[src/rtl/fbf_pkg.sv]
package fbf_pkg;

   typedef enum logic [2:0] {
      OP_STANDBY = 3'd0,
      OP_READ    = 3'd1,
      OP_WRITE   = 3'd2,
      OP_OUT_OFF = 3'd3,
      OP_AUTO_SB = 3'd4
   } bus_op_e;

endpackage

[src/rtl/fbf_sync.sv]
module fbf_sync #(
   parameter int             W       = 1,
   parameter int             STAGES  = 2,
   parameter logic [W-1:0]   RST_VAL = '0
) (
   input  logic         clk,
   input  logic         rst_n,
   input  logic [W-1:0] d,
   output logic [W-1:0] q
);

   generate
      if (STAGES < 2) begin : g_bad_stages
         $error("fbf_sync: STAGES must be at least 2");
      end
      if (W < 1) begin : g_bad_width
         $error("fbf_sync: W must be at least 1");
      end
   endgenerate

   logic [W-1:0] stage_q [STAGES];

   always_ff @(posedge clk or negedge rst_n) begin
      if (!rst_n) begin
         for (int i = 0; i < STAGES; i++) stage_q[i] <= RST_VAL;
      end else begin
         stage_q[0] <= d;
         for (int i = 1; i < STAGES; i++) stage_q[i] <= stage_q[i-1];
      end
   end

   assign q = stage_q[STAGES-1];

endmodule

[src/rtl/fbf_strobe_filter.sv]
module fbf_strobe_filter #(
   parameter int MIN_LOW = 3
) (
   input  logic clk,
   input  logic rst_n,
   input  logic strobe_n,
   output logic held_low
);

   generate
      if (MIN_LOW < 1) begin : g_bad_min
         $error("fbf_strobe_filter: MIN_LOW must be at least 1");
      end

      if (MIN_LOW == 1) begin : g_direct
         always_ff @(posedge clk or negedge rst_n) begin
            if (!rst_n) held_low <= 1'b0;
            else        held_low <= ~strobe_n;
         end
      end else begin : g_count
         localparam int             CW   = $clog2(MIN_LOW);
         localparam logic [CW-1:0]  LAST = CW'(MIN_LOW - 1);
         logic [CW-1:0] run_q;

         always_ff @(posedge clk or negedge rst_n) begin
            if (!rst_n) begin
               run_q    <= '0;
               held_low <= 1'b0;
            end else if (strobe_n) begin
               run_q    <= '0;
               held_low <= 1'b0;
            end else if (run_q == LAST) begin
               held_low <= 1'b1;
            end else begin
               run_q <= run_q + 1'b1;
            end
         end
      end
   endgenerate

endmodule

[src/rtl/fbf_write_capture.sv]
module fbf_write_capture #(
   parameter int AW = 16,
   parameter int DW = 16
) (
   input  logic          clk,
   input  logic          rst_n,
   input  logic          s_ce_n,
   input  logic          s_we_n,
   input  logic          s_oe_n,
   input  logic [AW-1:0] s_addr,
   input  logic [DW-1:0] s_dq,
   input  logic          ce_held,
   input  logic          we_held,
   output logic          cmd_wr,
   output logic [AW-1:0] cmd_addr,
   output logic [DW-1:0] cmd_data,
   output logic          proto_err
);

   logic          in_write;
   logic          both_low;
   logic          armed_q;
   logic          active_q;
   logic          oe_bad_q;
   logic [AW-1:0] addr_hold_q;
   logic [DW-1:0] data_hold_q;

   assign in_write = ce_held & we_held;
   assign both_low = ~s_ce_n & ~s_we_n;

   always_ff @(posedge clk or negedge rst_n) begin
      if (!rst_n) begin
         armed_q     <= 1'b0;
         active_q    <= 1'b0;
         oe_bad_q    <= 1'b0;
         addr_hold_q <= '0;
         data_hold_q <= '0;
         cmd_wr      <= 1'b0;
         cmd_addr    <= '0;
         cmd_data    <= '0;
         proto_err   <= 1'b0;
      end else begin
         cmd_wr    <= 1'b0;
         proto_err <= 1'b0;

         // address frozen at the later falling strobe, data tracked until the earlier rise
         if (both_low) begin
            data_hold_q <= s_dq;
            if (!armed_q) begin
               armed_q     <= 1'b1;
               addr_hold_q <= s_addr;
            end
         end else begin
            armed_q <= 1'b0;
         end

         if (active_q && !in_write) begin
            active_q <= 1'b0;
            oe_bad_q <= 1'b0;
            if (oe_bad_q || !s_oe_n) begin
               proto_err <= 1'b1;
            end else begin
               cmd_wr   <= 1'b1;
               cmd_addr <= addr_hold_q;
               cmd_data <= data_hold_q;
            end
         end else if (in_write) begin
            active_q <= 1'b1;
            if (!s_oe_n) oe_bad_q <= 1'b1;
         end
      end
   end

endmodule

[src/rtl/fbf_read_page.sv]
module fbf_read_page #(
   parameter int AW = 16,
   parameter int DW = 16,
   parameter int WB = 2,
   parameter int IW = 8
) (
   input  logic             clk,
   input  logic             rst_n,
   input  logic             reading,
   input  logic [AW-1:0]    s_addr,
   input  logic [DW-1:0]    rd_data,
   input  logic             rd_valid,
   input  logic [IW-1:0]    idle_limit,
   output logic             page_req,
   output logic [AW-WB-1:0] page_addr,
   output logic [WB-1:0]    word_sel,
   output logic [DW-1:0]    dq_out,
   output logic             dq_oe,
   output logic             auto_sb
);

   localparam int TW = AW - WB;

   logic [TW-1:0] tag_q;
   logic          tag_ok_q;
   logic          pend_q;
   logic          page_ok_q;
   logic [TW-1:0] upper;
   logic          tag_hit;
   logic [AW-1:0] prev_addr_q;
   logic [IW-1:0] idle_cnt_q;

   assign upper   = s_addr[AW-1:WB];
   assign tag_hit = tag_ok_q && (upper == tag_q);

   always_ff @(posedge clk or negedge rst_n) begin
      if (!rst_n) begin
         tag_q     <= '0;
         tag_ok_q  <= 1'b0;
         pend_q    <= 1'b0;
         page_ok_q <= 1'b0;
         page_req  <= 1'b0;
      end else begin
         page_req <= 1'b0;
         if (!reading) begin
            tag_ok_q  <= 1'b0;
            pend_q    <= 1'b0;
            page_ok_q <= 1'b0;
         end else if (!tag_hit) begin
            tag_q     <= upper;
            tag_ok_q  <= 1'b1;
            pend_q    <= 1'b1;
            page_ok_q <= 1'b0;
            page_req  <= 1'b1;
         end else if (pend_q && rd_valid) begin
            pend_q    <= 1'b0;
            page_ok_q <= 1'b1;
         end
      end
   end

   always_ff @(posedge clk or negedge rst_n) begin
      if (!rst_n) begin
         prev_addr_q <= '0;
         idle_cnt_q  <= '0;
         auto_sb     <= 1'b0;
      end else begin
         prev_addr_q <= s_addr;
         if (reading && (s_addr == prev_addr_q)) begin
            if (idle_cnt_q >= idle_limit) auto_sb <= 1'b1;
            else                          idle_cnt_q <= idle_cnt_q + 1'b1;
         end else begin
            idle_cnt_q <= '0;
            auto_sb    <= 1'b0;
         end
      end
   end

   assign page_addr = tag_q;
   assign word_sel  = s_addr[WB-1:0];
   assign dq_oe     = reading & page_ok_q & tag_hit;
   assign dq_out    = dq_oe ? rd_data : '0;

endmodule

[src/rtl/flash_bus_front.sv]
module flash_bus_front #(
   parameter int AW          = 16,
   parameter int DW          = 16,
   parameter int PAGE_WORDS  = 4,
   parameter int SYNC_STAGES = 2,
   parameter int GLITCH_CLKS = 3,
   parameter int IW          = 8
) (
   input  logic                                 clk,
   input  logic                                 rst_n,
   input  logic                                 chip_en_n,
   input  logic                                 out_en_n,
   input  logic                                 wr_en_n,
   input  logic [AW-1:0]                        bus_addr,
   input  logic [DW-1:0]                        bus_dq_in,
   input  logic [IW-1:0]                        idle_limit,
   input  logic [DW-1:0]                        rd_data,
   input  logic                                 rd_valid,
   output logic [DW-1:0]                        bus_dq_out,
   output logic                                 bus_dq_oe,
   output logic [2:0]                           bus_op,
   output logic                                 page_req,
   output logic [AW-$clog2(PAGE_WORDS)-1:0]     page_addr,
   output logic [$clog2(PAGE_WORDS)-1:0]        word_sel,
   output logic                                 cmd_wr,
   output logic [AW-1:0]                        cmd_addr,
   output logic [DW-1:0]                        cmd_data,
   output logic                                 proto_err
);

   import fbf_pkg::*;

   localparam int WB = $clog2(PAGE_WORDS);
   localparam int BW = AW + DW;

   generate
      if (PAGE_WORDS < 2 || (1 << WB) != PAGE_WORDS) begin : g_bad_page
         $error("flash_bus_front: PAGE_WORDS must be a power of two, at least 2");
      end
      if (AW <= WB) begin : g_bad_aw
         $error("flash_bus_front: AW must exceed the word-select width");
      end
      if (GLITCH_CLKS < 1) begin : g_bad_glitch
         $error("flash_bus_front: GLITCH_CLKS must be at least 1");
      end
      if (IW < 1) begin : g_bad_iw
         $error("flash_bus_front: IW must be at least 1");
      end
   endgenerate

   logic          s_ce_n, s_oe_n, s_we_n;
   logic [AW-1:0] s_addr;
   logic [DW-1:0] s_dq;
   logic          ce_held, we_held;
   logic          reading;
   logic          auto_sb;
   bus_op_e       op;

   fbf_sync #(.W(3), .STAGES(SYNC_STAGES), .RST_VAL(3'b111)) i_sync_ctl (
      .clk   (clk),
      .rst_n (rst_n),
      .d     ({chip_en_n, out_en_n, wr_en_n}),
      .q     ({s_ce_n, s_oe_n, s_we_n})
   );

   fbf_sync #(.W(BW), .STAGES(SYNC_STAGES), .RST_VAL(BW'(0))) i_sync_bus (
      .clk   (clk),
      .rst_n (rst_n),
      .d     ({bus_addr, bus_dq_in}),
      .q     ({s_addr, s_dq})
   );

   fbf_strobe_filter #(.MIN_LOW(GLITCH_CLKS)) i_filt_ce (
      .clk      (clk),
      .rst_n    (rst_n),
      .strobe_n (s_ce_n),
      .held_low (ce_held)
   );

   fbf_strobe_filter #(.MIN_LOW(GLITCH_CLKS)) i_filt_we (
      .clk      (clk),
      .rst_n    (rst_n),
      .strobe_n (s_we_n),
      .held_low (we_held)
   );

   fbf_write_capture #(.AW(AW), .DW(DW)) i_wcap (
      .clk       (clk),
      .rst_n     (rst_n),
      .s_ce_n    (s_ce_n),
      .s_we_n    (s_we_n),
      .s_oe_n    (s_oe_n),
      .s_addr    (s_addr),
      .s_dq      (s_dq),
      .ce_held   (ce_held),
      .we_held   (we_held),
      .cmd_wr    (cmd_wr),
      .cmd_addr  (cmd_addr),
      .cmd_data  (cmd_data),
      .proto_err (proto_err)
   );

   assign reading = ce_held & ~we_held & ~s_oe_n;

   fbf_read_page #(.AW(AW), .DW(DW), .WB(WB), .IW(IW)) i_rpage (
      .clk        (clk),
      .rst_n      (rst_n),
      .reading    (reading),
      .s_addr     (s_addr),
      .rd_data    (rd_data),
      .rd_valid   (rd_valid),
      .idle_limit (idle_limit),
      .page_req   (page_req),
      .page_addr  (page_addr),
      .word_sel   (word_sel),
      .dq_out     (bus_dq_out),
      .dq_oe      (bus_dq_oe),
      .auto_sb    (auto_sb)
   );

   always_comb begin
      if (!ce_held)      op = OP_STANDBY;
      else if (we_held)  op = OP_WRITE;
      else if (s_oe_n)   op = OP_OUT_OFF;
      else if (auto_sb)  op = OP_AUTO_SB;
      else               op = OP_READ;
   end

   assign bus_op = op;

endmodule

[config.mk]
export PLATFORM = sky130hd
export DESIGN_NAME = flash_bus_front
export DESIGN_NICKNAME = d
export VERILOG_FILES = /design/src/rtl/fbf_pkg.sv /design/src/rtl/fbf_sync.sv /design/src/rtl/fbf_strobe_filter.sv /design/src/rtl/fbf_write_capture.sv /design/src/rtl/fbf_read_page.sv /design/src/rtl/flash_bus_front.sv
export SDC_FILE = /design/constraint.sdc
export NUM_CORES = 1
export LEC_CHECK = 0
export ABC_CLOCK_PERIOD_IN_PS = 2350
export CAP_MARGIN = 20
export CORE_MARGIN = 10
export CORE_UTILIZATION = 57
export DETAILED_ROUTE_END_ITERATION = 8
export DONT_BUFFER_PORTS = 1
export PLACE_DENSITY = 0.75
export SLEW_MARGIN = 10
export SYNTH_ARGS = -nofsm -noshare
export SYNTH_HDL_FRONTEND = slang
export SYNTH_SLANG_ARGS = --single-unit
[constraint.sdc]
create_clock -name clk -period 2.35 [get_ports clk]
set_input_delay 0 -clock clk [delete_from_list [all_inputs] [get_ports clk]]
set_output_delay 0 -clock clk [all_outputs]
set_load 0.02 [all_outputs]
==> results.py, run 1 <==
metrics = {
    "timing": {
        "clock.fmax_ghz": 0.451,
        "rsz0062_at_grt": "true",
        "slew_violations": 0,
        "setup_tns_ps": 0,
        "min_period_ps": 2220,
        "timing_hold_violations_final": 188,
        "tightest_slew_ps": 720,
        "finClkSkew_ps": 13.2,
        "min_period_over_period": 0.944,
        "setup_violations": 0,
        "slew_headroom": 0.517,
        "fin_hold_ws_ps": -717,
    },
    "die": {
        "ios": 133,
        "rows": 39,
        "floorplan.initialDensity": 0.587,
        "dieArea_sq_um": 16600,
        "die_h_microns": 129,
        "die_w_microns": 129,
        "coreArea_sq_um": 11500,
    },
    "detailed_routing": {
        "drt-total-wl_microns": 12800,
        "drt-wirelength-per-cell_microns": 19.4,
        "dr.pass1.iters": 6,
        "drc_errors": 0,
        "ant_nets": 0,
        "num_vias": 3526,
        "viasPerCell": 5.36,
        "drt_iter0_markers": 222,
    },
    "clock_network": {
        "cts_sinks": 188,
        "cts_root_buffer": "clkbuf_16",
        "cts_max_level": 4,
        "cts.path.max_buffers": 2,
        "insertion_delay_ps": 420,
        "hold_buffers": 36,
        "tritoncts": "done",
        "clk_pin_slew_ps": 60,
        "cts-buffers-inserted": 17,
    },
    "worst_setup_path": {
        "required_ps": 2350,
        "arrival_ps": 2220,
        "r2r_cells": 6,
        "critPathCaptureType": "output port",
        "reg2reg_from": "i_rpage.idle_cnt_q[2]$_DFFE_PN0P_",
        "cp.depth": 5,
        "crit_fanout": 8,
        "critPathTopFamily": "simple AND/OR/NAND/NOR gates",
        "max_stage_delay_ps": 450,
        "critPathKind": "flop to output port",
        "worstPathCellList": "xnor2_1 > nand3_1 > nor4_4 > and3_4 > and2_1",
        "worst-path-buf-inv": 0,
        "critPathLaunch": "i_sync_bus.q[21]$_DFF_PN0_",
        "cpMaxStageDelayCell": "nor4_4",
        "crit_path_start_kind": "flop",
    },
    "final_layout": {
        "fin_area_sq_um": 8050,
        "nets": 577,
        "fillers": 731,
        "syn_to_final_growth_pct": 19.6,
        "diodes": 0,
        "drive_above_1_share": 0.307,
        "final_cell_count_no_fill": 658,
    },
    "yosys": {
        "yosysTopAreaCell": "dfrtp_1",
        "avgSynthCellArea_sq_um": 15.5,
        "ys_ff_latch": 188,
        "synth_edf_count": 0,
        "yosysUniqueCellTypes": 34,
        "yosysSeqAreaShare": 0.700,
        "synthCells": 434,
        "ys_async_sr_fraction": 1.00,
        "synth_fp_nets": 507,
        "synth_top_area_frac": 0.677,
        "synth-main-ff-cell": "dfrtp_1",
        "synthTopCellsByCount": "dfrtp_1 (182), mux2_2 (69), xnor2_1 (28)",
        "syn_area_sq_um": 6730,
        "yosys_warnings": 0,
        "yosysMostFrequentCell": "dfrtp_1",
        "yosys-top-cells-area": "dfrtp_1 (68%), mux2_2 (12%), xnor2_1 (3.6%), dfstp_2 (2.3%), ha_1 (2.0%)",
    },
    "global_routing": {
        "grt_usage": 0.156,
        "grt_pass1_vias": 3798,
        "use_met3": 0.0661,
        "gr-max-usage-layer": "met2",
        "use_met1": 0.184,
        "grt_max_degree": 189,
        "grt_pass1_wl_microns": 20000,
        "use_met2": 0.249,
        "antenna_found_initial": 0,
        "grt_overflow": 0,
    },
    "placed_design": {
        "placed_cell_area_sq_um": 7040,
        "gp_congestion": 0.848,
        "place_inst": 590,
        "io_buffers": 0,
        "post-dp-hpwl_microns": 8430,
    },
    "pwr": {
        "max-vdd-ir-drop_uv": 831,
        "powerDensity_nw_per_um2": 1030,
        "p_leak_nw": 3.70,
    },
    "hold_path": {
        "hold_path_class": "input port to asynchronous set/reset pin",
    },
    "outcome": {
        "status": "finished with violations",
        "violations": "negative hold slack",
    },
    "job": {
        "maxCapViolCount": 0,
    },
}
[where the power goes]
part	total [mW]	switching [mW]	internal (mW)
logic	1.26	0.574	0.688
clock network	2.90	1.14	1.75
registers	4.15	0.452	3.70
[per-layer routing]
layer  wire length [microns]  share of wire
met5                       0              0
met1                    5380           0.42
met3                    1030          0.081
met4                     138          0.011
met2                    6230           0.49
[placed cells by master (no fill, tap or decap), types with 2 or more instances in the layout]
cell type and instances:
dfrtp_1 182, mux2_2 69, dlygate4sd3_1 36, xnor2_1 28, buf_4 25, nor2_1 17
clkbuf_16 17, inv_1 16, a21oi_1 13, and2_2 12, ha_1 11, mux2_4 9
nand4_1 8, nand2_1 6, dfstp_2 6, and2_1 5, xor2_1 5, o21ai_0 5
nand2b_1 4, nand3_1 4, or3_1 4, clkbuf_8 3, bufinv_16 3, inv_6 3
and3_4 2, o21a_1 2, o31ai_1 2, or4_1 2, clkinv_2 2
[sequential cells by signal, indices dropped and copies added (netlist names), 2 cells and up]
register,count
i_filt_ce.g_count.run_q,2
i_filt_we.g_count.run_q,2
i_rpage.idle_cnt_q,8
i_rpage.page_addr,14
i_rpage.prev_addr_q,16
i_sync_bus.q,32
i_sync_bus.stage_q,32
i_sync_ctl.q,3
i_sync_ctl.stage_q,3
i_wcap.addr_hold_q,16
i_wcap.cmd_addr,16
i_wcap.cmd_data,16
i_wcap.data_hold_q,16
[final timing paths]
check | to | slack [ps]
min | i_sync_bus.stage_q[54]$_DFF_PN0_ | -720
max in group asynchronous | i_sync_ctl.stage_q[4]$_DFF_PN1_ | 2720
min in group clk | i_sync_bus.stage_q[48]$_DFF_PN0_ | 130
max reg2reg | i_rpage.idle_cnt_q[7]$_DFFE_PN0P_ | 190
max | bus_dq_out[1] | 130
min reg2reg | i_sync_bus.q[5]$_DFF_PN0_ | 350
[area by class of cell]
| cell class | count | area, sq um | share of cell area |
|---|---|---|---|
| Multi-Input combinational cell | 220 | 1950 | 0.242 |
| Sequential cell | 188 | 4710 | 0.585 |
| Clock inverter | 9 | 134 | 0.0166 |
| Tap cell | 143 | 179 | 0.0222 |
| Timing Repair Buffer | 61 | 548 | 0.0681 |
| Clock buffer | 21 | 470 | 0.0584 |
| Inverter | 16 | 60.1 | 0.00746 |
[cells by family (layout without fill, tap and decap cells)]
family,after synthesis,in the layout,share of synthesized area
flops,188,188,0.700
mux,79,79,0.137
simple gates,70,71,0.0582
xor+xnor,33,33,0.0429
buf+inv,27,107,0.0190
compound gates,26,26,0.0223
fa+ha+maj,11,11,0.0204
[stage by stage]
stage	util	hold slack (ps)	total power [mW]	worst slack (ps)
after floorplan	-	-296	4.99	419
after global placement	0.614	-290	5.38	36.5
after detailed placement	0.614	-289	5.44	-122
after CTS	0.698	-741	8.41	6.65
after global routing	0.702	-748	8.67	-16.5
final	0.702	-717	8.31	131
[repair_timing]
item	4_1_cts	5_1_grt
gates cloned	0	1
pin swaps	0	2
endpoints found under the hold margin	225	188
setup buffers	0	1
gates resized for setup	2	15
setup endpoints to repair	20	18
No activity file was read; power rests on OpenSTA's default activity.
==> run 2: changes to the inputs <==
- PLACE_DENSITY: 0.75 -> not set
- PLACE_DENSITY_LB_ADDON: not set -> 0.1
==> run 2 against run 1 <==
The flow still finishes with violations (negative hold slack). Clock skew is 7.3 ps lower. Cell count is 0.15% higher. Sequential power hardly changed. Via count is 0.37% higher. Global-route usage is 0.21 points lower. Critical path type is now flop to flop.
==> results.py, run 2 (synthesis results as in run 1) <==
metrics = {
    "pwr": {
        "swShare": 0.262,
        "p_leak_nw": 3.68,
        "combPwrFrac": 0.149,
        "max-vdd-ir-drop_uv": 739,
        "switchingPower_mw": 2.16,
        "power_mw": 8.23,
        "intPower_mw": 6.07,
        "power_frac_seq": 0.505,
        "clockPowerShare": 0.346,
        "powerDensity_nw_per_um2": 1020,
    },
    "hold_path": {
        "hold_path_class": "input port to asynchronous set/reset pin",
    },
    "final_layout": {
        "fillers": 782,
        "syn_to_final_growth_pct": 19.5,
        "nets": 576,
        "diodes": 0,
        "final_common_cell": "dfrtp_1",
        "utilization": 0.701,
        "drive_above_1_share": 0.304,
        "layout_common_cells": "dfrtp_1 (182), mux2_2 (69), dlygate4sd3_1 (36)",
    },
    "outcome": {
        "status": "finished with violations",
        "violations": "negative hold slack",
    },
    "global_routing": {
        "use_met1": 0.177,
        "use_met3": 0.0649,
        "gr-max-usage-layer": "met2",
        "antenna_found_initial": 0,
        "grt_pass1_wl_microns": 19800,
        "grt_pass1_vias": 3822,
        "use_met2": 0.247,
        "grt_max_degree": 189,
        "grt_overflow": 0,
        "grt_usage": 0.153,
    },
    "clock_network": {
        "cts_root_buffer": "clkbuf_16",
        "cts_sinks": 188,
        "cts.path.max_buffers": 2,
        "insertion_delay_ps": 420,
        "hold_buffers": 36,
        "clk_pin_slew_ps": 60,
        "cts_max_level": 4,
        "tritoncts": "done",
        "cts-buffers-inserted": 17,
    },
    "detailed_routing": {
        "viasPerCell": 5.37,
        "drt_iter0_markers": 234,
        "dr.pass1.iters": 4,
        "num_vias": 3539,
        "drc_errors": 0,
        "drt-total-wl_microns": 12700,
        "drt-wirelength-per-cell_microns": 19.3,
        "ant_nets": 0,
    },
    "worst_setup_path": {
        "worst_r2r_endpoint": "i_rpage.idle_cnt_q[7]$_DFFE_PN0P_",
        "critPathCaptureType": "flop",
        "required_ps": 2680,
        "r2r_cells": 6,
        "critPathKind": "flop to flop",
        "arrival_ps": 2540,
        "crit_path_start_kind": "flop",
        "rrSetupSlack_ps": 140,
        "crit_fanout": 12,
        "reg2reg_from": "i_rpage.idle_cnt_q[2]$_DFFE_PN0P_",
    },
    "timing": {
        "rsz0062_at_grt": "false",
        "timing_hold_violations_final": 188,
        "setup_violations": 0,
        "clock.fmax_ghz": 0.453,
        "min_period_over_period": 0.940,
        "finClkSkew_ps": 5.86,
        "slew_violations": 0,
        "tightest_slew_ps": 880,
        "slew_headroom": 0.413,
        "min_period_ps": 2210,
        "fin_hold_ws_ps": -725,
    },
    "die": {
        "dieArea_sq_um": 16600,
        "ios": 133,
        "die_w_microns": 129,
        "rows": 39,
        "die_h_microns": 129,
        "coreArea_sq_um": 11500,
        "floorplan.initialDensity": 0.587,
    },
    "placed_design": {
        "post-dp-hpwl_microns": 8210,
        "gp_congestion": 0.806,
        "io_buffers": 0,
    },
    "job": {
        "maxCapViolCount": 0,
    },
}
run 2: worst max-delay path by stage:
| stage | startpoint | endpoint | slack (ps) | cells after the start |
|---|---|---|---|---|
| after detailed placement | i_rpage.idle_cnt_q[0]$_DFFE_PN0P_ | i_rpage.idle_cnt_q[1]$_DFFE_PN0P_ | -50 | 8 |
| after floorplan | i_rpage.idle_cnt_q[2]$_DFFE_PN0P_ | i_rpage.idle_cnt_q[5]$_DFFE_PN0P_ | 420 | 6 |
| after global placement | i_rpage.idle_cnt_q[2]$_DFFE_PN0P_ | i_rpage.idle_cnt_q[1]$_DFFE_PN0P_ | 70 | 7 |
| after global routing | i_sync_bus.q[26]$_DFF_PN0_ | bus_dq_out[2] | 2 | 5 |
| final | i_rpage.idle_cnt_q[2]$_DFFE_PN0P_ | i_rpage.idle_cnt_q[7]$_DFFE_PN0P_ | 140 | 6 |
| after CTS | i_rpage.page_addr[6]$_DFFE_PN0P_ | bus_dq_out[5] | 40 | 5 |
run 2: power groups by stage:
stage / Combinational, mW / Clock, mW / Sequential [mW]
floorplan: 0.694 / 0 / 4.29
global placement: 1.16 / 0 / 4.21
detailed placement: 1.19 / 0 / 4.23
CTS: 1.25 / 2.91 / 4.17
global route: 1.34 / 3.03 / 4.22
finish: 1.23 / 2.85 / 4.16
run 2: metrics by stage:
| step | instance area (sq um) | TNS [ps] | instances | worst slack, ps |
|---|---|---|---|---|
| after global routing | 8040 | 0 | 659 | 2.20 |
| after global placement | 7010 | 0 | 588 | 73.2 |
| after detailed placement | 7010 | -49.4 | 588 | -49.4 |
| after floorplan | 6730 | 0 | 434 | 419 |
| after CTS | 7980 | 0 | 656 | 44.7 |
| final | 8040 | 0 | 659 | 142 |
run 2: worst max-delay path, stage by stage, from the launching register on:
cell,delay [ps]
dfrtp_1,430
ha_1,330
a211o_1,310
a31oi_2,200
o31ai_4,140
or4_4,550
a21oi_2,150
run 2: final cells by class:
cell class / count / area, sq um / share of cell area
tap: 143 / 179 / 0.0223
clock buffer: 21 / 450 / 0.0560
inverter: 16 / 60.1 / 0.00747
sequential: 188 / 4710 / 0.586
timing repair buffer: 60 / 541 / 0.0672
clock inverter: 11 / 144 / 0.0179
multi-input combinational: 220 / 1950 / 0.243
run 2: what timing repair did:
action                                  CTS  global route
hold endpoints to repair                225           188
gates cloned                              0             1
pin swaps                                 0             2
setup buffers                             0             2
endpoints found under the setup margin   20            18
gates resized for setup                   3            14
run 2: routing by layer:
layer | up-vias | wire [microns] | share of wire
met5 | - | 0 | 0
met2 | 113 | 6180 | 0.49
li1 | 1605 | - | -
met4 | 0 | 178 | 0.014
met1 | 1805 | 5270 | 0.41
met3 | 16 | 1100 | 0.087
